### src/rtl/extbus_pkg.sv
package extbus_pkg;

   typedef enum logic [2:0] {
      PH_IDLE = 3'd0,
      PH_ADDR = 3'd1,
      PH_HOLD = 3'd2,
      PH_STRB = 3'd3,
      PH_RECV = 3'd4
   } phase_e;

   localparam int unsigned FETCH_RECOVER = 1;
   localparam int unsigned DATA_RECOVER  = 3;

endpackage

### src/rtl/extbus_timer.sv
module extbus_timer #(
   parameter int unsigned CNT_W = 5
) (
   input  logic             clk,
   input  logic             rst_n,
   input  logic             load,
   input  logic [CNT_W-1:0] load_val,
   output logic             cnt_zero
);

   logic [CNT_W-1:0] cnt_q;

   always_ff @(posedge clk or negedge rst_n) begin
      if (!rst_n) begin
         cnt_q <= '0;
      end else if (load) begin
         cnt_q <= load_val;
      end else if (cnt_q != '0) begin
         cnt_q <= cnt_q - 1'b1;
      end
   end

   assign cnt_zero = (cnt_q == '0);

endmodule

### src/rtl/extbus_phase_fsm.sv
module extbus_phase_fsm
   import extbus_pkg::*;
#(
   parameter int unsigned WAIT_W = 3,
   parameter int unsigned CNT_W  = WAIT_W + 2
) (
   input  logic              clk,
   input  logic              rst_n,
   input  logic              start,
   input  logic              start_addr_wait,
   input  logic              is_write,
   input  logic              is_fetch,
   input  logic [WAIT_W-1:0] wait_n,
   input  logic              cnt_zero,
   output phase_e            phase,
   output logic              tmr_load,
   output logic [CNT_W-1:0]  tmr_val,
   output logic              capture,
   output logic              done
);

   localparam logic [CNT_W-1:0] ADDR_EXTRA = CNT_W'(2);
   localparam logic [CNT_W-1:0] STRB_BASE  = CNT_W'(2);
   localparam logic [CNT_W-1:0] RECV_DATA  = CNT_W'(DATA_RECOVER - 1);
   localparam logic [CNT_W-1:0] RECV_FETCH = CNT_W'(FETCH_RECOVER - 1);

   phase_e phase_q, phase_d;
   logic   finish;

   always_comb begin
      phase_d  = phase_q;
      tmr_load = 1'b0;
      tmr_val  = '0;
      capture  = 1'b0;
      finish   = 1'b0;
      unique case (phase_q)
         PH_IDLE: begin
            if (start) begin
               phase_d  = PH_ADDR;
               tmr_load = 1'b1;
               tmr_val  = start_addr_wait ? ADDR_EXTRA : '0;
            end
         end
         PH_ADDR: begin
            if (cnt_zero) phase_d = PH_HOLD;
         end
         PH_HOLD: begin
            phase_d  = PH_STRB;
            tmr_load = 1'b1;
            tmr_val  = {1'b0, wait_n, 1'b0} + STRB_BASE;
         end
         PH_STRB: begin
            if (cnt_zero) begin
               phase_d  = PH_RECV;
               tmr_load = 1'b1;
               tmr_val  = (!is_write && !is_fetch) ? RECV_DATA : RECV_FETCH;
               capture  = !is_write;
            end
         end
         PH_RECV: begin
            if (cnt_zero) begin
               phase_d = PH_IDLE;
               finish  = 1'b1;
            end
         end
         default: phase_d = PH_IDLE;
      endcase
   end

   always_ff @(posedge clk or negedge rst_n) begin
      if (!rst_n) begin
         phase_q <= PH_IDLE;
         done    <= 1'b0;
      end else begin
         phase_q <= phase_d;
         done    <= finish;
      end
   end

   assign phase = phase_q;

endmodule

### src/rtl/extbus_bus_drive.sv
module extbus_bus_drive
   import extbus_pkg::*;
#(
   parameter int unsigned BUS_W = 16
) (
   input  phase_e           phase,
   input  logic             is_write,
   input  logic [BUS_W-1:0] addr_bus,
   input  logic [BUS_W-1:0] wdata_bus,
   output logic             ale,
   output logic             rd_n,
   output logic             wr_n,
   output logic             oe,
   output logic [BUS_W-1:0] ad_out
);

   logic addr_ph;
   logic data_ph;

   always_comb begin
      addr_ph = (phase == PH_ADDR) || (phase == PH_HOLD);
      data_ph = is_write && ((phase == PH_STRB) || (phase == PH_RECV));
      ale     = (phase == PH_ADDR);
      rd_n    = !((phase == PH_STRB) && !is_write);
      wr_n    = !((phase == PH_STRB) && is_write);
      oe      = addr_ph || data_ph;
      ad_out  = addr_ph ? addr_bus : wdata_bus;
   end

endmodule

### src/rtl/extbus_rd_capture.sv
module extbus_rd_capture #(
   parameter int unsigned BUS_W  = 16,
   parameter int unsigned DATA_W = 16
) (
   input  logic              clk,
   input  logic              rst_n,
   input  logic              capture,
   input  logic [BUS_W-1:0]  ad_in,
   output logic [DATA_W-1:0] rdata
);

   always_ff @(posedge clk or negedge rst_n) begin
      if (!rst_n) begin
         rdata <= '0;
      end else if (capture) begin
         rdata <= ad_in[DATA_W-1:0];
      end
   end

endmodule

### src/rtl/extbus_seq.sv
module extbus_seq
   import extbus_pkg::*;
#(
   parameter int unsigned ADDR_W = 16,
   parameter int unsigned DATA_W = 16,
   parameter int unsigned BUS_W  = 16,
   parameter int unsigned WAIT_W = 3
) (
   input  logic              clk,
   input  logic              rst_n,
   input  logic              req_valid,
   output logic              req_ready,
   input  logic              req_write,
   input  logic              req_fetch,
   input  logic              req_addr_wait,
   input  logic [WAIT_W-1:0] req_wait,
   input  logic [ADDR_W-1:0] req_addr,
   input  logic [DATA_W-1:0] req_wdata,
   output logic [DATA_W-1:0] rsp_rdata,
   output logic              rsp_done,
   output logic              bus_ale,
   output logic              bus_rd_n,
   output logic              bus_wr_n,
   output logic              bus_oe,
   output logic [BUS_W-1:0]  bus_ad_out,
   input  logic [BUS_W-1:0]  bus_ad_in
);

   localparam int unsigned CNT_W = WAIT_W + 2;

   if (ADDR_W > BUS_W || ADDR_W < 1) begin : g_bad_addr
      $error("extbus_seq: ADDR_W must be 1..BUS_W");
   end
   if (DATA_W > BUS_W || DATA_W < 1) begin : g_bad_data
      $error("extbus_seq: DATA_W must be 1..BUS_W");
   end
   if (WAIT_W < 1 || WAIT_W > 6) begin : g_bad_wait
      $error("extbus_seq: WAIT_W must be 1..6");
   end

   phase_e             phase;
   logic               accept;
   logic               tmr_load;
   logic [CNT_W-1:0]   tmr_val;
   logic               cnt_zero;
   logic               capture;
   logic [BUS_W-1:0]   addr_bus;
   logic [BUS_W-1:0]   wdata_bus;

   logic               write_q;
   logic               fetch_q;
   logic [WAIT_W-1:0]  wait_q;
   logic [ADDR_W-1:0]  addr_q;
   logic [DATA_W-1:0]  wdata_q;

   assign req_ready = (phase == PH_IDLE);
   assign accept    = req_valid && req_ready;

   always_ff @(posedge clk or negedge rst_n) begin
      if (!rst_n) begin
         write_q <= 1'b0;
         fetch_q <= 1'b0;
         wait_q  <= '0;
         addr_q  <= '0;
         wdata_q <= '0;
      end else if (accept) begin
         write_q <= req_write;
         fetch_q <= req_fetch;
         wait_q  <= req_wait;
         addr_q  <= req_addr;
         wdata_q <= req_wdata;
      end
   end

   if (ADDR_W == BUS_W) begin : g_addr_full
      assign addr_bus = addr_q;
   end else begin : g_addr_ext
      assign addr_bus = {{(BUS_W-ADDR_W){1'b0}}, addr_q};
   end

   if (DATA_W == BUS_W) begin : g_data_full
      assign wdata_bus = wdata_q;
   end else begin : g_data_ext
      assign wdata_bus = {{(BUS_W-DATA_W){1'b0}}, wdata_q};
   end

   extbus_timer #(.CNT_W(CNT_W)) u_timer (
      .clk      (clk),
      .rst_n    (rst_n),
      .load     (tmr_load),
      .load_val (tmr_val),
      .cnt_zero (cnt_zero)
   );

   extbus_phase_fsm #(.WAIT_W(WAIT_W), .CNT_W(CNT_W)) u_fsm (
      .clk             (clk),
      .rst_n           (rst_n),
      .start           (accept),
      .start_addr_wait (req_addr_wait),
      .is_write        (write_q),
      .is_fetch        (fetch_q),
      .wait_n          (wait_q),
      .cnt_zero        (cnt_zero),
      .phase           (phase),
      .tmr_load        (tmr_load),
      .tmr_val         (tmr_val),
      .capture         (capture),
      .done            (rsp_done)
   );

   extbus_bus_drive #(.BUS_W(BUS_W)) u_drive (
      .phase     (phase),
      .is_write  (write_q),
      .addr_bus  (addr_bus),
      .wdata_bus (wdata_bus),
      .ale       (bus_ale),
      .rd_n      (bus_rd_n),
      .wr_n      (bus_wr_n),
      .oe        (bus_oe),
      .ad_out    (bus_ad_out)
   );

   extbus_rd_capture #(.BUS_W(BUS_W), .DATA_W(DATA_W)) u_capture (
      .clk     (clk),
      .rst_n   (rst_n),
      .capture (capture),
      .ad_in   (bus_ad_in),
      .rdata   (rsp_rdata)
   );

endmodule

### config.mk
export PLATFORM = sky130hd
export DESIGN_NAME = extbus_seq
export DESIGN_NICKNAME = d
export VERILOG_FILES = /design/src/rtl/extbus_pkg.sv /design/src/rtl/extbus_timer.sv /design/src/rtl/extbus_phase_fsm.sv /design/src/rtl/extbus_bus_drive.sv /design/src/rtl/extbus_rd_capture.sv /design/src/rtl/extbus_seq.sv
export SDC_FILE = /design/constraint.sdc
export NUM_CORES = 1
export LEC_CHECK = 0
export BUFFER_PORTS_ARGS = -buffer_cell sky130_fd_sc_hd__buf_4
export CORE_ASPECT_RATIO = 1.75
export CORE_MARGIN = 2
export CORE_UTILIZATION = 46
export CTS_CLUSTER_SIZE = 8
export DETAILED_ROUTE_END_ITERATION = 16
export GPL_ROUTABILITY_DRIVEN = 0
export PLACE_DENSITY = 0.81
export SYNTH_ARGS = -nofsm -noshare
export SYNTH_HDL_FRONTEND = slang
export SYNTH_HIERARCHICAL = 1
export SYNTH_SLANG_ARGS = --single-unit
### constraint.sdc
create_clock -name clk -period 2.2 [get_ports clk]
set_clock_uncertainty 0.2 [all_clocks]
set_input_delay 0.11 -clock clk [delete_from_list [all_inputs] [get_ports clk]]
set_output_delay 0.11 -clock clk [all_outputs]
set_load 0.05 [all_outputs]
Word level (Yosys, flattened, before mapping)
Index checks and enable logic that the tools add are counted.
{ "totals": {"reg_bits": 62, "latchBits": 0, "ramBits": 0, "rom_bits": 0, "inputBits": 57, "out_inout_bits": 38, "n_memories": 0} }
{ "classes": {"addsub": 2, "n_mul": 0, "div_mod_pow": 0, "n_lt_le_gt_ge": 0, "eq_ne": 8, "shifts": 0, "muxes": 19, "n_bitwise": 0, "n_reduce_logical": 17} }
{ "ops": {"columns": ["operator", "count"], "rows": [
  ["5-bit 2-to-1 mux", 4],
  ["16-bit 2-to-1 mux", 1],
  ["3-bit one-hot mux with 5 select lines", 1],
  ["5-bit one-hot mux with 3 select lines", 1],
  ["3-bit 2-to-1 mux", 4],
  ["3-bit by 2-bit equality test with 1-bit output (second input constant)", 2],
  ["4-bit by 2-bit adder with 5-bit output (second input constant)", 1],
  ["1-bit logical AND", 5],
  ["5-bit zero test", 1],
  ["1-bit 2-to-1 mux", 5],
  ["5-bit nonzero test", 1],
  ["5-bit by 1-bit subtractor with 5-bit output (second input constant)", 1],
  ["1-bit zero test", 4],
  ["2-bit 2-to-1 mux", 2],
  ["2-bit by 1-bit != test with 1-bit output (second input constant)", 2],
  ["2-bit != test (second input constant)", 2],
  ["4-bit AND reduction", 1],
  ["3-bit by 1-bit equality test with 1-bit output (second input constant)", 1],
  ["3-bit equality test (second input constant)", 1],
  ["3-bit zero test", 1],
  ["1-bit logical OR", 3],
  ["1-bit one-hot mux with 3 select lines", 1],
  ["2-bit nonzero test", 1]
]} }

Depth between registers and ports, before layout
Gate-level depths: netlist (run 1).
{ "depth": {"word_depth": 6, "depth_mapped": 8, "ltp_nobuf": 8} }

Cells and area by module
Netlist (run 1), hierarchy kept.
{ "by_module_without_submodules": {"columns": ["mod", "instances", "cells_each", "area_each_um2"], "rows": [
  ["extbus_seq", 1, 80, 1412.6],
  ["extbus_rd_capture", 1, 34, 649.4],
  ["extbus_bus_drive", 1, 27, 309.0],
  ["extbus_phase_fsm", 1, 32, 309.0],
  ["extbus_timer", 1, 27, 279.0]
]} }

Least setup slack after synthesis (run 1)
OpenSTA, ideal clock, no wires.
{ "synth_timing": {"path_type": "flip-flop to output port", "startpoint": "register u_fsm.phase_q[2], in the netlist u_fsm/phase[2]", "endpoint": "output port bus_oe", "t_arrival_ns": 2.438, "setup_slack_ns": -0.548, "path_stages_with_launch": 2, "path_cell_list": "dfrtp_1 o311ai_0"} }
{ "synth_via": {"elab_chain_cells": 4, "elab_cells_between_ends": 8, "classes_between": "eq/ne (4); reduce/logical (4)"} }
{ "synth_lines": {"columns": ["item", "line_no", "rtl"], "rows": [
  ["start, declared", "extbus_phase_fsm.sv:27", "phase_e phase_q, phase_d;"],
  ["start signal, assigned", "extbus_phase_fsm.sv:75", "phase_q <= phase_d;"],
  ["3-bit by 2-bit equality test with 1-bit output / 3-bit equality test (equally long branches)", "extbus_bus_drive.sv:22", "data_ph = is_write && ((phase == PH_STRB) || (phase == PH_RECV));"],
  ["1-bit logical OR", "extbus_bus_drive.sv:22", null],
  ["1-bit logical AND", "extbus_bus_drive.sv:22", null],
  ["1-bit logical OR *", "extbus_bus_drive.sv:26", "oe = addr_ph || data_ph;"],
  ["end, declared", "extbus_seq.sv:24", "output logic bus_oe,"]
]} }
Mark *: on every way between the ends. The rest lies on a longest branch, timed or not.

Worst setup path after layout (run 1)
{ "layout_timing": {"startpoint": "register u_fsm.phase_q[0], in the netlist u_fsm/phase[0]", "endpoint": "output port bus_ad_out[12]"} }
{ "layout_via": {"elab_chain_cells": 3, "elab_cells_between_ends": 4, "classes_between": "eq/ne (2); mux (1); reduce/logical (1)"} }
{ "layout_lines": {"columns": ["item", "line_no", "rtl"], "rows": [
  ["3-bit by 1-bit equality test with 1-bit output / 3-bit by 2-bit equality test with 1-bit output (equally long branches)", "extbus_bus_drive.sv:21", "addr_ph = (phase == PH_ADDR) || (phase == PH_HOLD);"],
  ["1-bit logical OR *", "extbus_bus_drive.sv:21", null],
  ["16-bit 2-to-1 mux *", "extbus_bus_drive.sv:27", "ad_out = addr_ph ? addr_bus : wdata_bus;"],
  ["end, declared", "extbus_seq.sv:25", "output logic [BUS_W-1:0] bus_ad_out,"]
]} }
Marks and branches as above.

==> results of run 1 <==
cell usage after synthesis, drive strengths merged (3+ instances only):
cell   instances  area share (%)
nor2           4            0.76
inv            4            0.51
mux2          71              30
nor3           3            0.51
dfrtp         62              52
o21ai          5            0.97
and2           3            0.63
buf           10             4.0
xnor2          4             1.2
o31ai          4             1.0
nand2          9             1.1
metal layers:
metal  vias up  routed length [um]  global-route usage, %
met5         -                   0                      0
met4         0                 240                   12.2
met3        20                 267                   5.89
met2        60                4060                   38.5
met1      1066                2450                   19.9
li1       1030                   -                      -
worst max-delay path, cell delays in order, from the launching register on:
cell,delay [ps]
dfrtp_2,440
xnor2_2,160
nor2_4,190
buf_12,160
mux2_2,340
buf_4,190
flip-flops by register name, indices dropped and copies added, names as in the netlist:
register,flops
addr_bus,16
u_capture/rdata,16
wdata_bus,16
u_timer/cnt_q,5
u_fsm/phase,3
wait_q,3
fetch_q,1
u_fsm/done,1
write_q,1
per-stage QoR:
stage                     hold WS (ps)  cells  setup WS [ps]  util, %  area (um2)
after floorplan                   -386    200           11.3        -        2970
after global placement            28.7    372            204     60.4        3760
after detailed placement          36.1    372            160     60.4        3760
after CTS                         69.6    442           3.76     72.9        4540
after global routing               114    447           2.93     73.9        4600
final                             81.9    447           61.8     73.9        4600
path summary, 6_finish.rpt:
kind,depth (start not counted),to,startpoint
worst min register to register,1,addr_bus[13]$_DFFE_PN0P_,addr_bus[13]$_DFFE_PN0P_
worst max-delay path,5,bus_ad_out[12],u_fsm/phase[0]$_DFFE_PN0P_
max in group asynchronous,2,u_fsm/phase[0]$_DFFE_PN0P_,rst_n
min in group asynchronous,2,u_capture/rdata[13]$_DFFE_PN0P_,rst_n
worst min-delay path,6,u_timer/cnt_q[1]$_DFFE_PN0P_,req_addr_wait
worst max register to register,8,u_timer/cnt_q[2]$_DFFE_PN0P_,u_fsm/phase[1]$_DFFE_PN0P_
layout make-up:
type | instances | area, um2 | share of cell area, %
clock buffer | 13 | 169 | 3.67
clock inverter | 3 | 65.1 | 1.41
inverter | 4 | 15.0 | 0.326
multi-input combinational | 123 | 1290 | 28.1
sequential | 62 | 1550 | 33.8
tap | 80 | 100 | 2.18
timing repair buffer | 162 | 1410 | 30.6
cells by family after synthesis:
logic type / count (synthesis) / share of synthesized area (%)
buffers and inverters: 15 / 4.65
adders and majority gates: 2 / 0.846
DFF: 62 / 52.4
AOI/OAI and AO/OA: 13 / 2.96
muxes: 71 / 29.7
and+or+nand+nor: 30 / 7.53
xor gates and xnor gates: 6 / 1.78
other: 1 / 0.127
timing repair:
item | CTS | global route
setup endpoints to repair | 1 | 7
pin swaps | 0 | 1
cloned | 0 | 1
resized for setup | 1 | 2
hold buffers | 54 | 0
hold endpoints to repair | 115 | 0
buffers inserted | 0 | 4
==> results.json, run 1 <==
{
  "wirelength_um": 7020,
  "end_kind": "output pin",
  "cp.required_ps": 1890,
  "layout_common_cells": "buf_4 (104), dfrtp_1 (60), dlygate4sd3_1 (54)",
  "die_h_um": 110,
  "reg2reg_slack_ps": 90,
  "die_area_mm2": 0.00712,
  "area_growth_pct": 55.5,
  "drcViolationCount": 0,
  "hold_path.class": "primary input to register",
  "final.min_clock_period_ps": 2140,
  "maxCapViolations": 0,
  "die_w_um": 64.6,
  "grt_pass1_wl_um": 10700,
  "initial_core_util_pct": 47.5,
  "ys_ff_latch": 62,
  "path_clk_slew_ps": 60,
  "synth_ff_type": "dfrtp_1",
  "worstMarginPinSlew_ps": 760,
  "synth_edf_count": 0,
  "grt_max_degree": 63,
  "root_buffer": "clkbuf_8",
  "rsz0062_at_grt": "no",
  "synthArstFlopShare_pct": 100,
  "slew_headroom_pct": 49.3,
  "synth_area_mm2": 0.00296,
  "synth_warnings": 6,
  "avgViaCountPerCell": 4.87,
  "syn_nets": 259,
  "htreeDepth": 3,
  "mostFrequentLayoutCell": "buf_4",
  "finalSetupViolCount": 0,
  "start_kind": "register",
  "antenna_left": 0,
  "drive_above_1_share_pct": 51.2,
  "fin_setup_tns_ps": 0,
  "fillers": 388,
  "post-route-period-util_pct": 97.2,
  "crit_fanout": 8,
  "clock_latency_ps": 330,
  "antenna_found_initial": 0,
  "finalNetCount": 421,
  "ys_types": 36,
  "syn_inst": 200,
  "dr.pass1.iters": 4,
  "clk_path_buf_depth": 2,
  "cts_tree": "yes",
  "boundaryPins": 95,
  "hpwlAfterDp_um": 4190,
  "finalHoldViolations": 0,
  "cts_sinks": 62,
  "design.core.area_mm2": 0.00623,
  "std_cell_rows": 38,
  "synth.avg_cell_area_um2": 14.8,
  "gr-usage-all-layers_pct": 20.7,
  "first_global_vias": 2349,
  "port_buffers": 94,
  "routed-via-count": 2176,
  "drt_iter0_markers": 100,
  "n_antenna_cell": 0,
  "grt-ovfl-total": 0,
  "routedWlPerCell_um": 15.7,
  "status": "completed",
  "final-max-slew-violation-count": 0,
  "critical_path_class": "register to output pin",
  "arrival_ps": 1830,
  "yosysSeqAreaShare_pct": 52.4,
  "cts_buffers": 9,
  "fmax_mhz": 468
}
Power of run 1 is left out: the tool's default activity adds up to more than one toggle a clock period on the data nets, which glitch-free logic cannot reach.
==> run 2, diff against run 1 <==
--- a/config.mk
+++ b/config.mk
@@ -7,7 +7,7 @@
 export LEC_CHECK = 0
 export BUFFER_PORTS_ARGS = -buffer_cell sky130_fd_sc_hd__buf_4
 export CORE_ASPECT_RATIO = 1.75
-export CORE_MARGIN = 2
+export CORE_MARGIN = 4
 export CORE_UTILIZATION = 46
 export CTS_CLUSTER_SIZE = 8
 export DETAILED_ROUTE_END_ITERATION = 16
==> results.json, run 2 (synthesized netlist as in run 1, its figures left out) <==
{
  "gr-usage-all-layers_pct": 19.9,
  "antenna_left": 0,
  "crit_fanout": 16,
  "hpwlAfterDp_um": 4710,
  "std_cell_rows": 38,
  "avgViaCountPerCell": 4.87,
  "maxCapViolations": 0,
  "final-max-slew-violation-count": 0,
  "dp_slack_ps": 121,
  "pwr-share-clk_pct": 10.7,
  "dr.pass1.iters": 4,
  "final.min_clock_period_ps": 2140,
  "area_growth_pct": 52.7,
  "sequentialPowerShare_pct": 26.0,
  "clk_path_buf_depth": 2,
  "cts_buffers": 9,
  "arrival_ps": 1830,
  "n_antenna_cell": 0,
  "cpLargestDelayFamily": "flip-flops",
  "mostFrequentLayoutCell": "buf_4",
  "path_cells": "xnor2_1 -> nor2_4 -> buf_12 -> mux2_2 -> buf_4",
  "combPwrFrac_pct": 63.2,
  "cts_tree": "yes",
  "boundaryPins": 95,
  "antenna_found_initial": 0,
  "status": "completed",
  "htreeDepth": 3,
  "crit_slowest_cell": "dfrtp_2",
  "max_stage_delay_ps": 460,
  "p_leak_nw": 2.12,
  "initial_core_util_pct": 47.5,
  "port_buffers": 94,
  "layout_common_cells": "buf_4 (102), dfrtp_1 (60), dlygate4sd3_1 (54)",
  "finalHoldViolations": 0,
  "layout.cells.non_filler": 445,
  "p_switching_mw": 3.72,
  "hold_path.class": "primary input to register",
  "critical_path_class": "register to output pin",
  "path_buf_inv": 2,
  "vdd_ir_drop_max_mv": 1.14,
  "cts_sinks": 62,
  "power_density_mw_per_mm2": 1770,
  "die_h_um": 114,
  "hold_start": "req_addr_wait",
  "routedWlPerCell_um": 16.5,
  "worstSetupStartpoint": "u_fsm/phase[1]$_DFFE_PN0P_",
  "setup_ws_ps": 56.8,
  "placed_cells": 373,
  "drive_above_1_share_pct": 50.1,
  "drcViolationCount": 0,
  "swShare_pct": 46.4,
  "cp.required_ps": 1890,
  "die_area_mm2": 0.00783,
  "routed-via-count": 2166,
  "finalSetupViolCount": 0,
  "grt_pass1_wl_um": 11300,
  "wirelength_um": 7330,
  "grt-ovfl-total": 0,
  "root_buffer": "clkbuf_8",
  "drt_iter0_markers": 130,
  "first_global_vias": 2317,
  "die_w_um": 68.6,
  "finalNetCount": 420,
  "worstMarginPinSlew_ps": 763,
  "post-route-period-util_pct": 97.4,
  "clock_latency_ps": 340,
  "end_kind": "output pin",
  "intPower_mw": 4.30,
  "start_kind": "register",
  "slew_headroom_pct": 49.2,
  "design.core.area_mm2": 0.00623,
  "fmax_mhz": 467,
  "reg2reg_slack_ps": 80,
  "path_clk_slew_ps": 60,
  "fin_setup_tns_ps": 0,
  "worstReg2RegStart": "u_fsm/phase[0]$_DFFE_PN0P_",
  "grt_max_degree": 63
}
run 2: cell count changes in the layout (fill, tap and decap cells not counted):
cell,delta
buf_12,+1
buf_4,-2
buf_6,+1
bufinv_16,-2
clkbuf_1,+2
clkbuf_16,-1
clkbuf_8,-1
xnor2_1,+1
xnor2_2,-1
run 2: worst min-delay path, stage by stage:
cell,delay (ps)
buf_4,110
nand2_1,60
mux2_4,140
o31ai_1,60
nand2_1,100
o21ai_2,60
run 2: final timing paths:
| path | end | cells after the start |
|---|---|---|
| setup reg to reg | u_timer/cnt_q[1]$_DFFE_PN0P_ | 7 |
| hold reg to reg | wdata_bus[13]$_DFFE_PN0P_ | 1 |
| min in group asynchronous | addr_bus[2]$_DFFE_PN0P_ | 2 |
| hold / removal | u_timer/cnt_q[1]$_DFFE_PN0P_ | 6 |
| max in group asynchronous | u_fsm/phase[1]$_DFFE_PN0P_ | 2 |
| setup / recovery | bus_ad_out[6] | 5 |
run 2: timing repair:
item,4_1_cts,5_1_grt
buffers inserted,0,3
endpoints found under the hold margin,115,0
gates resized for setup,2,1
endpoints found under the setup margin,16,16
hold buffers,54,0
run 2: per-stage QoR:
stage | total power [mW] | instance area [um2] | hold WS [ps] | util [%]
floorplan | 5.74 | 2970 | -386 | -
global placement | 6.93 | 3780 | 25.2 | 60.7
detailed placement | 7.04 | 3780 | 37.3 | 60.7
CTS | 8.00 | 4490 | 91.9 | 72.1
global route | 8.41 | 4520 | 130 | 72.6
finish | 8.02 | 4520 | 137 | 72.6
run 2: power groups by stage:
| stage | clock, mW | sequential [mW] | combinational, mW |
|---|---|---|---|
| 2_1_floorplan | 0 | 2.55 | 3.19 |
| 6_report | 0.861 | 2.09 | 5.07 |
| 3_3_place_gp | 0 | 2.06 | 4.86 |
| 5_1_grt | 0.935 | 2.15 | 5.32 |
| 4_1_cts | 0.887 | 2.09 | 5.03 |
| 3_5_place_dp | 0 | 2.10 | 4.94 |
run 2: area by class of cell:
cell class,instances,area [um2]
Clock buffer,14,163
Clock inverter,1,5.00
Fill cell,399,1710
Inverter,4,15.0
Multi-Input combinational cell,123,1280
Sequential cell,62,1550
Tap cell,80,100
Timing Repair Buffer,161,1400
run 2: per-layer routing:
metal  up-vias  track usage (%)  share of wire, %
met1      1073             21.2                35
met4         0             9.16               2.0
met5         -                0                 0
li1       1032                -                 -
met3         9             3.54               4.1
met2        52             36.1                58
Note: power is estimated with default switching activity, not from simulation.
